==> config.mk <==
export PLATFORM = sky130hd
export DESIGN_NAME = fsync_shaper
export DESIGN_NICKNAME = d
export VERILOG_FILES = /design/src/rtl/fss_pkg.sv /design/src/rtl/fss_rst_sync.sv /design/src/rtl/fss_bit_clk.sv /design/src/rtl/fss_edge_det.sv /design/src/rtl/fss_win_ctr.sv /design/src/rtl/fsync_shaper.sv
export SDC_FILE = /design/constraint.sdc
export NUM_CORES = 1
export LEC_CHECK = 0
export ABC_AREA = 1
export CAP_MARGIN = 10
export CORE_AREA = 2 2 39 41
export DETAILED_ROUTE_END_ITERATION = 8
export DIE_AREA = 0 0 41 43
export DONT_BUFFER_PORTS = 1
export GPL_TIMING_DRIVEN = 0
export PLACE_DENSITY_LB_ADDON = 0.12
export SETUP_SLACK_MARGIN = 0.02
export SKIP_CTS_REPAIR_TIMING = 1
export SYNTH_ARGS = -nofsm -noshare
export SYNTH_HDL_FRONTEND = slang
export SYNTH_SLANG_ARGS = --single-unit
==> constraint.sdc <==
create_clock -name mclk_i -period 0.8 [get_ports mclk_i]
set_input_delay 0.12 -clock mclk_i [delete_from_list [all_inputs] [get_ports mclk_i]]
set_output_delay 0.12 -clock mclk_i [all_outputs]
set_load 0.05 [all_outputs]
==> src/rtl/fss_pkg.sv <==
package fss_pkg;
  localparam int unsigned DEF_HALF_DIV    = 1;
  localparam int unsigned DEF_SYNC_STAGES = 2;
  localparam int unsigned DEF_WIN_BITS    = 16;

  function automatic int unsigned width_for(input int unsigned maxval);
    return (maxval < 2) ? 1 : $clog2(maxval + 1);
  endfunction
endpackage

==> src/rtl/fss_rst_sync.sv <==
module fss_rst_sync (
  input  logic clk_i,
  input  logic rst_ni,
  output logic rst_sync_no
);
  logic [1:0] stage_q;
  logic [1:0] stage_d;

  always_comb begin
    stage_d = {stage_q[0], 1'b1};
  end

  always_ff @(posedge clk_i or negedge rst_ni) begin
    if (!rst_ni) begin
      stage_q <= 2'b00;
    end else begin
      stage_q <= stage_d;
    end
  end

  assign rst_sync_no = stage_q[1];
endmodule

==> src/rtl/fss_bit_clk.sv <==
module fss_bit_clk #(
  parameter int unsigned HALF_DIV = fss_pkg::DEF_HALF_DIV
) (
  input  logic clk_i,
  input  logic rst_ni,
  output logic sclk_o,
  output logic codec_clk_o,
  output logic tick_o
);
  localparam int unsigned DW = fss_pkg::width_for(HALF_DIV - 1);
  localparam logic [DW-1:0] LAST = DW'(HALF_DIV - 1);

  logic [DW-1:0] div_q, div_d;
  logic          sclk_q, sclk_d;
  logic          codec_q, codec_d;
  logic          wrap;

  assign wrap   = (div_q == LAST);
  assign tick_o = wrap & ~sclk_q;

  always_comb begin
    div_d   = wrap ? '0 : div_q + DW'(1);
    sclk_d  = wrap ? ~sclk_q : sclk_q;
    codec_d = ~sclk_q;
  end

  always_ff @(posedge clk_i or negedge rst_ni) begin
    if (!rst_ni) begin
      div_q   <= '0;
      sclk_q  <= 1'b0;
      codec_q <= 1'b1;
    end else begin
      div_q   <= div_d;
      sclk_q  <= sclk_d;
      codec_q <= codec_d;
    end
  end

  assign sclk_o      = sclk_q;
  assign codec_clk_o = codec_q;


  tick_rise_chk: assert property (@(posedge clk_i) disable iff (!rst_ni)
    tick_o |=> sclk_q);

  codec_follow_chk: assert property (@(posedge clk_i) disable iff (!rst_ni)
    $rose(sclk_q) |=> $fell(codec_q));
endmodule

==> src/rtl/fss_edge_det.sv <==
module fss_edge_det #(
  parameter int unsigned SYNC_STAGES = fss_pkg::DEF_SYNC_STAGES
) (
  input  logic clk_i,
  input  logic rst_ni,
  input  logic tick_i,
  input  logic lrck_i,
  output logic rise_o
);
  logic samp;
  logic prev_q, prev_d;

  generate
    if (SYNC_STAGES <= 1) begin : g_one
      logic s_q;
      always_ff @(posedge clk_i or negedge rst_ni) begin
        if (!rst_ni) s_q <= 1'b0;
        else         s_q <= lrck_i;
      end
      assign samp = s_q;
    end else begin : g_chain
      logic [SYNC_STAGES-1:0] sh_q, sh_d;
      always_comb sh_d = {sh_q[SYNC_STAGES-2:0], lrck_i};
      always_ff @(posedge clk_i or negedge rst_ni) begin
        if (!rst_ni) sh_q <= '0;
        else         sh_q <= sh_d;
      end
      assign samp = sh_q[SYNC_STAGES-1];
    end
  endgenerate

  always_comb begin
    prev_d = tick_i ? samp : prev_q;
  end

  always_ff @(posedge clk_i or negedge rst_ni) begin
    if (!rst_ni) prev_q <= 1'b0;
    else         prev_q <= prev_d;
  end

  assign rise_o = tick_i & samp & ~prev_q;


  rise_after_tick_chk: assert property (@(posedge clk_i) disable iff (!rst_ni)
    rise_o |=> prev_q);
endmodule

==> src/rtl/fss_win_ctr.sv <==
module fss_win_ctr #(
  parameter int unsigned WIN_BITS = fss_pkg::DEF_WIN_BITS
) (
  input  logic clk_i,
  input  logic rst_ni,
  input  logic tick_i,
  input  logic rise_i,
  output logic fsync_n_o
);
  localparam int unsigned CW = fss_pkg::width_for(WIN_BITS);
  localparam logic [CW-1:0] FULL = CW'(WIN_BITS);

  logic [CW-1:0] cnt_q, cnt_d;
  logic          fs_q, fs_d;
  logic          full;

  assign full = (cnt_q == FULL);

  always_comb begin
    cnt_d = cnt_q;
    fs_d  = fs_q;
    if (tick_i) begin
      if (rise_i) begin
        cnt_d = CW'(1);
        fs_d  = 1'b0;
      end else if (full) begin
        fs_d  = 1'b1;
      end else if (cnt_q != '0) begin
        cnt_d = cnt_q + CW'(1);
      end
    end
  end

  always_ff @(posedge clk_i or negedge rst_ni) begin
    if (!rst_ni) begin
      cnt_q <= '0;
      fs_q  <= 1'b1;
    end else begin
      cnt_q <= cnt_d;
      fs_q  <= fs_d;
    end
  end

  assign fsync_n_o = fs_q;


  cnt_sat_chk: assert property (@(posedge clk_i) disable iff (!rst_ni)
    cnt_q <= FULL);

  restart_chk: assert property (@(posedge clk_i) disable iff (!rst_ni)
    rise_i |=> (cnt_q == CW'(1)) && !fs_q);

  close_at_full_chk: assert property (@(posedge clk_i) disable iff (!rst_ni)
    $rose(fs_q) |-> ($past(cnt_q) == FULL));

  hold_high_chk: assert property (@(posedge clk_i) disable iff (!rst_ni)
    (fs_q && !rise_i) |=> fs_q);
endmodule

==> src/rtl/fsync_shaper.sv <==
module fsync_shaper #(
  parameter int unsigned HALF_DIV    = fss_pkg::DEF_HALF_DIV,
  parameter int unsigned SYNC_STAGES = fss_pkg::DEF_SYNC_STAGES,
  parameter int unsigned WIN_BITS    = fss_pkg::DEF_WIN_BITS
) (
  input  logic mclk_i,
  input  logic rst_ni,
  input  logic lrck_i,
  output logic sclk_o,
  output logic codec_clk_o,
  output logic fsync_n_o
);
  logic rst_n_int;
  logic tick;
  logic rise;

  fss_rst_sync u_rst (
    .clk_i       (mclk_i),
    .rst_ni      (rst_ni),
    .rst_sync_no (rst_n_int)
  );

  fss_bit_clk #(.HALF_DIV(HALF_DIV)) u_clk (
    .clk_i       (mclk_i),
    .rst_ni      (rst_n_int),
    .sclk_o      (sclk_o),
    .codec_clk_o (codec_clk_o),
    .tick_o      (tick)
  );

  fss_edge_det #(.SYNC_STAGES(SYNC_STAGES)) u_edge (
    .clk_i  (mclk_i),
    .rst_ni (rst_n_int),
    .tick_i (tick),
    .lrck_i (lrck_i),
    .rise_o (rise)
  );

  fss_win_ctr #(.WIN_BITS(WIN_BITS)) u_win (
    .clk_i     (mclk_i),
    .rst_ni    (rst_n_int),
    .tick_i    (tick),
    .rise_i    (rise),
    .fsync_n_o (fsync_n_o)
  );


  fall_on_sclk_rise_chk: assert property (@(posedge mclk_i) disable iff (!rst_n_int)
    $fell(fsync_n_o) |-> $rose(sclk_o));

  close_on_sclk_rise_chk: assert property (@(posedge mclk_i) disable iff (!rst_n_int)
    $rose(fsync_n_o) |-> $rose(sclk_o));
endmodule

==> flow_metrics.tcl, run 1 <==
set metrics [dict create \
    ir_drop_v 0.00125 \
    crit_slowest_cell "dfrtp_2" \
    grt_pass1_wl_mm 1.48 \
    start_util_pct 40.7 \
    grt_pass1_vias 346 \
    drtPass1Iterations 2 \
    drt_wl_total_um 898 \
    crit_chain "clkinv_4, buf_4, nand4_1, a21boi_2" \
    rows 14 \
    drcViolationCount 0 \
    cts.sinks 13 \
    final_max_slew_viol_count 0 \
    finalWeightedCongestion 0.728 \
    synth-seq-cells 13 \
    io_pins 6 \
    powerDensity_nw_per_um2 2850 \
    multiInputGateArea_um2 229 \
    grt_max_degree 12 \
    fin_crit_ns 1.11 \
    r2r_start "u_clk.sclk_o" \
    dp_hpwl_um 576 \
    mostFrequentLayoutCell "nand2_1" \
    synth_warnings 0 \
    area_growth_syn_to_layout_pct 20.9 \
    synth_top_area_share_pct 48.9 \
    register_area_um2 329 \
    cts_buffers 3 \
    place_ws_ns -0.366 \
    diodes 0 \
    setup.worst_path.end_class "flip-flop" \
    die_x_um 41 \
    worstPathMaxFanout 6 \
    critPathKind "flip-flop to flip-flop" \
    setup_violations 12 \
    fin_ws_ns -0.308 \
    rrSetupSlack_ns -0.31 \
    hp-class "input port to async pin" \
    rsz0062_at_grt "true" \
    die_h_um 43 \
    drv_cap 0 \
    clock_latency_ns 0.27 \
    vias 390 \
    arrival_ns 1.31 \
    ff2ff_path_depth 4 \
    wl_per_cell_um 10.8 \
    clock_skew_ns 0.00202 \
    cellLeakagePower_nw 0.331 \
    path_buf_inv 2 \
    port_buffers 0 \
    worstPathRequired_ns 1.01 \
    start_kind "flip-flop" \
    violations "setup timing" \
    cts_tree "done" \
    setup_tns_ns -2.88 \
    num-nets-final 73 \
    clk_path_buf_depth 2 \
    drt-initial-drc-count 5 \
    drive_above_1_share_pct 28.4 \
    fillers 132 \
    mostFrequentLayoutCells "13 x nand2_1, 10 x dfrtp_1, 8 x inv_1" \
    vias_per_cell 4.70 \
    synth_fp_nets 63 \
    max_freq_ghz 0.902 \
    cp_top_family "flip-flops" \
    status "finished, violations left" \
    htreeDepth 1 \
    clk_pin_slew_ns 0.08 \
    antenna_found_initial 0 \
    synthTopCellsByArea "dfrtp_1 49%, dfstp_2 9.3%, nand2_1 9.3%" \
    syn_area_per_cell_um2 9.71 \
    grt_overflow 0 \
    die-area_um2 1760 \
    slowest_delay_ns 0.57 \
    drtAntennaViolNets 0 \
    synth_area_um2 563 \
    netlist_instances 58 \
    grt_use_total_pct 13.4 \
    fin_crit_sh_pct 139 \
    synth_area_leader_cell "dfrtp_1" \
    placeableCoreArea_um2 1380 \
    root_buffer "clkbuf_4" \
    final_hold_viol_count 0 \
    ys_seq_area_share_pct 58.2 \
    yosysUniqueCellTypes 17 \
    timing.rr.end "u_win.fsync_n_o" \
]
layer usage:
layer  part of all wire (%)  up-vias  track usage, %
li1                       -      204               -
met1                     49      180            18.1
met2                     47        4            15.9
met3                    2.7        2            6.28
met4                    1.6        0            10.0
met5                      0        -               0
how the worst max path moves through the flow:
stage,start,to,slack (ns),depth (start not counted)
final,u_clk.sclk_o,u_win.fsync_n_o,-0.31,4
after global routing,u_clk.sclk_o,u_win.cnt_q[3],-0.40,5
after CTS,u_clk.sclk_o,u_win.cnt_q[2],-0.38,6
after detailed placement,u_clk.sclk_o,u_win.cnt_q[2],-0.37,6
after global placement,u_clk.sclk_o,u_win.cnt_q[2],-0.36,6
after floorplan,u_clk.sclk_o,u_win.cnt_q[2],-0.27,6
cell usage after synthesis, drive strengths merged:
cell type	n
nand2	16
o21ai	1
nand3	5
dfrtp	11
ha	2
conb	1
inv	10
dfstp	2
a21boi	1
nand4	4
nor2	5
state kept, by name (all words and copies together), names as in the netlist:
signal	cells
u_clk.codec_clk_o	1
u_edge.prev_q	1
u_rst.stage_q	2
u_edge.g_chain.sh_q	2
u_win.cnt_q	5
u_clk.sclk_o	1
u_win.fsync_n_o	1
final cells by class:
class	count	area share, %
Clock buffer	3	3.31
Clock inverter	1	0.735
Inverter	10	6.25
Multi-Input combinational cell	36	33.6
Sequential cell	13	48.3
Tap cell	16	2.94
Timing Repair Buffer	3	4.04
Timing Repair inverter	1	0.735
stage by stage:
stage / hold slack [ns] / cells / area [um^2] / utilization, % / power [W]
2_1_floorplan: -0.176 / 58 / 573 / - / 0.00135
3_3_place_gp: -0.176 / 74 / 593 / 42.9 / 0.00144
3_5_place_dp: -0.176 / 74 / 593 / 42.9 / 0.00146
4_1_cts: -0.481 / 78 / 621 / 44.8 / 0.00188
5_1_grt: 0.0360 / 83 / 681 / 49.2 / 0.00215
6_report: 0.0674 / 83 / 681 / 49.2 / 0.00194
where the power goes:
part           switching (W)  total (W)  internal [W]
clock               0.000214   0.000399      0.000185
combinational       0.000362   0.000626      0.000265
sequential          0.000140   0.000914      0.000773
total               0.000715    0.00194       0.00122
logic make-up (layout without fill, tap and decap cells):
logic type               Yosys count  count (layout)  share of synthesized area [%]
AND/OR/NAND/NOR                   30              31                           27.3
flip-flops                        13              13                           58.2
buffers and inverters             10              18                           7.11
adder cells (fa/ha/maj)            2               2                           4.44
AO/OA/AOI/OAI                      2               2                           2.22
other                              1               1                          0.666
Note: power is estimated with default switching activity, not from simulation.
==> run 2, diff against run 1 <==
--- a/config.mk
+++ b/config.mk
@@ -5,7 +5,6 @@
 export SDC_FILE = /design/constraint.sdc
 export NUM_CORES = 1
 export LEC_CHECK = 0
-export ABC_AREA = 1
 export CAP_MARGIN = 10
 export CORE_AREA = 2 2 39 41
 export DETAILED_ROUTE_END_ITERATION = 8
==> flow_metrics.tcl, run 2 <==
set metrics [dict create \
    rows 14 \
    drv_cap 0 \
    cts.sinks 13 \
    cts_tree "done" \
    place_ws_ns -0.705 \
    final_max_slew_viol_count 0 \
    yosys-top-cells-count "11 x dfrtp_1, 4 x a21oi_1, 3 x inv_1, 3 x or3_1" \
    antenna_found_initial 0 \
    drtAntennaViolNets 0 \
    r2r_start "u_win.cnt_q[0]" \
    die_h_um 43 \
    setup.worst_path.end_class "flip-flop" \
    fin_crit_sh_pct 175 \
    power_frac_seq_pct 45.6 \
    slowest_delay_ns 0.42 \
    synth_area_leader_cell "dfrtp_1" \
    synth_edf_count 0 \
    arrival_ns 1.56 \
    start_util_pct 37.5 \
    synth_warnings 0 \
    root_buffer "clkbuf_4" \
    clock_latency_ns 0.28 \
    grt_max_degree 12 \
    final_util_pct 46.8 \
    setup_tns_ns -4.24 \
    wl_per_cell_um 14.4 \
    grt_pass1_wl_mm 1.47 \
    clock_skew_ns 0.00698 \
    synth_area_um2 519 \
    crit_chain "inv_2, ha_2, nor3b_4, nor3_2, or3_1" \
    switching_power_w 0.000630 \
    area_growth_syn_to_layout_pct 24.8 \
    synthTopCellsByArea "dfrtp_1 53%, dfstp_2 10%, ha_1 4.8%" \
    drcViolationCount 0 \
    top_register "u_win.cnt_q" \
    finalWeightedCongestion 0.653 \
    worstPathRequired_ns 0.96 \
    netlist_instances 42 \
    vias_per_cell 5.16 \
    placeableCoreArea_um2 1380 \
    synth_ff_type "dfrtp_1" \
    drive_above_1_share_pct 34.6 \
    timing.rr.end "u_win.cnt_q[0]" \
    ys_seq_area_share_pct 63.1 \
    fin_ws_ns -0.598 \
    cts_buffers 3 \
    grt_pass1_vias 337 \
    synth-seq-cells 13 \
    ir_drop_v 0.00136 \
    clk_pin_slew_ns 0.08 \
    mostFrequentLayoutCells "10 x dfrtp_1, 4 x buf_4, 3 x or3_1, 3 x a21oi_1, 3 x clkbuf_4" \
    die-area_um2 1760 \
    hp-class "input port to async pin" \
    fin_crit_ns 1.40 \
    violations "setup timing" \
    path_buf_inv 1 \
    largest_reg_flops 5 \
    mostFrequentLayoutCell "dfrtp_1" \
    drtPass1Iterations 4 \
    final_hold_viol_count 0 \
    synth_top_area_share_pct 53.0 \
    syn_area_per_cell_um2 12.4 \
    powerDensity_nw_per_um2 3030 \
    drt-initial-drc-count 10 \
    power.share.clock_pct 20.7 \
    setup_violations 12 \
    start_kind "flip-flop" \
    reg.largest.list "u_win.cnt_q x5, u_edge.g_chain.sh_q x2, u_rst.stage_q x2" \
    die_x_um 41 \
    max_freq_ghz 0.715 \
    status "finished, violations left" \
    htreeDepth 1 \
    io_pins 6 \
    num-nets-final 58 \
    cp_top_family "simple AND/OR/NAND/NOR gates" \
    port_buffers 0 \
    vias 351 \
    grt_overflow 0 \
    clk_path_buf_depth 2 \
    diodes 0 \
    ff2ff_path_depth 5 \
    async_flop_share_pct 100 \
    p_sw_share_pct 32.0 \
    total_power_w 0.00197 \
    yosysUniqueCellTypes 20 \
    rrSetupSlack_ns -0.60 \
    p_int_w 0.00134 \
    worstPathMaxFanout 4 \
    combPwrFrac_pct 33.7 \
    rsz0062_at_grt "true" \
    cellLeakagePower_nw 0.276 \
    grt_use_total_pct 13.7 \
    critPathKind "flip-flop to flip-flop" \
    drt_wl_total_um 981 \
    hold-worst-slack_ns 0.0614 \
    yosysMostFrequentCell "dfrtp_1" \
    synth_fp_nets 47 \
    crit_slowest_cell "dfrtp_1" \
]
[run 2: logic make-up after synthesis]
family	count (synthesis)	synth area share, %
muxes	1	2.17
adders and majority gates	2	4.82
other	1	0.722
and+or+nand+nor	14	18.3
DFF	13	63.1
buffers and inverters	3	2.17
AOI/OAI and AO/OA	7	6.99
xor gates and xnor gates	1	1.69
[run 2: cell type report]
cell class	count	area, um^2
Inverter	3	11.3
Sequential cell	13	332
Clock buffer	4	26.3
Fill cell	135	736
Timing Repair Buffer	6	50.0
Tap cell	16	20.0
Multi-Input combinational cell	26	209
[run 2: layer usage]
layer	up-vias	routed length, um	global-route usage [%]	part of all wire [%]
li1	162	-	-	-
met3	4	38	5.76	3.9
met2	7	500	18.4	51
met4	0	45	10.0	4.6
met5	-	0	0	0
met1	178	396	16.7	40
[run 2: power by group through the flow]
stage | combinational (W) | sequential, W | clock [W]
after floorplan | 0.000373 | 0.000876 | 0
after global placement | 0.000418 | 0.000897 | 0
after detailed placement | 0.000454 | 0.000904 | 0
after CTS | 0.000456 | 0.000891 | 0.000423
after global routing | 0.000734 | 0.000910 | 0.000450
final | 0.000663 | 0.000896 | 0.000407
[run 2: metrics by stage]
step / instance area, um^2 / cells
floorplan: 529 / 42
global placement: 549 / 58
detailed placement: 549 / 58
CTS: 576 / 62
global route: 648 / 68
finish: 648 / 68
[run 2: worst max-delay path by stage]
stage	startpoint	slack, ns	cells past startpoint	endpoint
after floorplan	u_win.cnt_q[0]	-0.50	5	u_win.cnt_q[0]
after global placement	u_clk.sclk_o	-0.65	2	u_win.cnt_q[0]
after detailed placement	u_clk.sclk_o	-0.70	2	u_win.cnt_q[4]
after CTS	u_clk.sclk_o	-0.72	2	u_win.cnt_q[4]
after global routing	u_win.cnt_q[0]	-0.66	5	u_win.cnt_q[0]
final	u_win.cnt_q[0]	-0.60	5	u_win.cnt_q[0]
[run 2: worst register-to-register path, cell delays in order, from the launching register on]
cell,delay (ns)
dfrtp_1,0.42
inv_2,0.08
ha_2,0.17
nor3b_4,0.25
nor3_2,0.06
or3_1,0.30
